==> config.mk <==
export PLATFORM = sky130hd
export DESIGN_NAME = lvc_range_cmp
export DESIGN_NICKNAME = d
export VERILOG_FILES = /design/src/rtl/lvc_range_cmp.sv
export SDC_FILE = /design/constraint.sdc
export NUM_CORES = 1
export LEC_CHECK = 0
export BUFFER_PORTS_ARGS = -buffer_cell sky130_fd_sc_hd__buf_2
export CORE_MARGIN = 2
export CORE_UTILIZATION = 34
export DETAILED_ROUTE_END_ITERATION = 6
export GPL_TIMING_DRIVEN = 0
export MAX_ROUTING_LAYER = met4
export PLACE_DENSITY_LB_ADDON = 0.12
export SLEW_MARGIN = 20
export SYNTH_ARGS = -nofsm -noshare
export SYNTH_HDL_FRONTEND = slang
export SYNTH_SLANG_ARGS = --single-unit
==> constraint.sdc <==
create_clock -name vclk -period 1.2
set_input_delay 0.06 -clock vclk [all_inputs]
set_output_delay 0.06 -clock vclk [all_outputs]
set_load 0.01 [all_outputs]
==> src/rtl/lvc_range_cmp.sv <==
module lvc_range_cmp #(
    parameter int ADDRW = 16,
    parameter int SHIFT = 3
) (
    input  logic [ADDRW-1:0] a_lo,
    input  logic [ADDRW-1:0] a_hi,
    input  logic [ADDRW-1:0] b_lo,
    input  logic [ADDRW-1:0] b_hi,
    output logic             hit
);
    localparam int KW = ADDRW - SHIFT;
    logic [KW-1:0] al, ah, bl, bh;
    assign al  = a_lo[ADDRW-1:SHIFT];
    assign ah  = a_hi[ADDRW-1:SHIFT];
    assign bl  = b_lo[ADDRW-1:SHIFT];
    assign bh  = b_hi[ADDRW-1:SHIFT];
    assign hit = (ah >= bl) && (al <= bh);
endmodule

==> qor.yml <==
status:
  status: "complete, but fails checks"
  violations: "negative setup slack"
timing:
  holdWs_ns: 0.6652
  period_needed_ns: 1.446
  slew_headroom: 0.8733
  max_freq_ghz: 0.6918
  hold_viol: 0
  tightest_slew_ns: 0.1890
  setup_viol: 1
  worst_slack_ns: -0.2456
  drv_slew: 0
  finalCritPeriodShare: 1.205
  grt_setup_unrepaired: "true"
finish:
  final_nets: 233
  layout-drive-gt1-share: 0.4326
  syn_to_final_growth_pct: 55.19
  antenna_cells: 0
  nClkBuffers: 0
  final_cell_mix: "buf_2 (51), inv_1 (25), ha_1 (24)"
  seq_area_sq_um: 0
  mostFrequentLayoutCell: "buf_2"
  design.seq.count: 0
worst_hold_path:
  hp-start: "b_hi[3]"
  hold_end: "hit"
  whs_path_depth: 5
  hp-class: "input port to primary output"
run:
  maxCapViolCount: 0
worst_setup_path:
  max_stage_delay_ns: 0.34
  end_kind: "primary output"
  crit_required_ns: 1.14
  cpMaxStageDelayCell: "a221o_1"
  crit_path_start_kind: "input port"
  cp-startpoint: "a_hi[3]"
  arrival_ns: 1.39
  crit_chain: "buf_6, inv_4, ha_4, nand2b_4, a211oi_2, o21ai_1, a221o_1, a2bb2oi_2, buf_2"
  cp_max_fo: 1
  critPathKind: "input port to primary output"
power_and_ir_drop:
  power.density_nw_per_um2: 296.0
  finalPower_mw: 0.2937
  leakagePower_nw: 0.6224
  irDropWorstVdd_v: 0.0001246
synthesis:
  synth_seq_area_share: 0
  syn_avg_cell_area_sq_um: 7.265
  synth_area_sq_um: 639.4
  synth-warning-count: 0
  synth_nets: 178
  synth.distinct_cells: 19
  syn_inst: 88
route:
  vias: 737
  drt_iter0_markers: 4
  drcViolationCount: 0
  viasPerCell: 4.440
  dr.pass1.iters: 4
  ant_nets: 0
  totalWireLength_um: 1420
  wl_per_cell_um: 8.554
global_route:
  globalRouteTotalUtil: 0.1235
  grt_antenna_before_repair: 0
  grt_pass1_vias: 594
  grt_max_degree: 4
  grt_pass1_wl_um: 2049
  grt_overflow_total: 0
placement:
  dp_hpwl_um: 1320
  portBuffers: 53
  place_congestion: 0.7019
clocking:
  post-cts-setup-buffers: 0
  cts_resized: 3
  cts_hold_buf: 0
floorplan:
  floorplan.initialDensity: 0.3663
  fp.coreArea_sq_um: 1745
  die_w_um: 47.37
  fp.dieH_um: 47.37
  pin_count: 65
  dieArea_sq_um: 2243
  core.rowCount: 15
==> synth_stat cells <==
cell type | n | area (sq um)
nand4_1 | 3 | 18.77
ha_1 | 26 | 325.3
nand2b_4 | 1 | 13.76
a221o_1 | 1 | 10.01
a211oi_2 | 1 | 12.51
o211ai_1 | 2 | 15.01
a21oi_1 | 7 | 35.03
nor2_1 | 3 | 11.26
a21o_1 | 1 | 7.510
nor3_1 | 2 | 10.01
o21ai_1 | 1 | 5.000
a211oi_1 | 2 | 15.01
nand3_1 | 3 | 15.01
o21ai_0 | 2 | 10.01
nor2b_1 | 1 | 6.260
nand2_1 | 4 | 15.01
o21a_1 | 1 | 7.510
inv_1 | 26 | 97.59
a2bb2oi_1 | 1 | 8.760
==> worst max-delay path by stage <==
stage	to	slack, ns	cells past startpoint
after floorplan	hit	0.01	7
after global placement	hit	-0.28	8
after detailed placement	hit	-0.28	8
after CTS	hit	-0.26	9
after global routing	hit	-0.32	9
final	hit	-0.25	9
==> final cells by class <==
class | count | area [sq um]
inverters | 26 | 100.1
well taps | 25 | 31.28
multi-input cells | 62 | 583.1
fillers | 182 | 753.2
repair buffers | 53 | 277.8
==> logic make-up (layout without fill, tap and decap cells) <==
kind of cell | Yosys count | count (layout) | share of synthesized area
compound gates | 19 | 19 | 0.1976
fa+ha+maj | 26 | 26 | 0.5088
buf+inv | 26 | 79 | 0.1526
simple gates | 17 | 17 | 0.1409
==> critical path: cells and delay by family <==
family                   cells  cell delay, ns
AO/OA/AOI/OAI                4            0.75
adder cells (fa/ha/maj)      1            0.18
buffers and inverters        3            0.28
AND/OR/NAND/NOR              1            0.13
==> through the flow <==
stage / instances / setup slack [ns] / area, sq um / utilization / TNS [ns]
floorplan: 88 / 0.01118 / 658.1 / - / 0
global placement: 166 / -0.2837 / 954.7 / 0.5470 / -0.2837
detailed placement: 166 / -0.2783 / 954.7 / 0.5470 / -0.2783
CTS: 166 / -0.2606 / 969.7 / 0.5556 / -0.2606
global route: 166 / -0.3152 / 992.2 / 0.5685 / -0.3152
finish: 166 / -0.2456 / 992.2 / 0.5685 / -0.2456
==> power by group <==
group          leakage [nW]  internal [mW]  switching, mW
sequential                0              0              0
combinational         0.622          0.167          0.127
clock                     0              0              0
==> metal layers <==
metal,global-route usage,share of wire
met1,0.1371,0.38
met2,0.2541,0.55
met3,0,0.065
met4,0,0
met5,-,0
(Power assumes the default switching activity.)
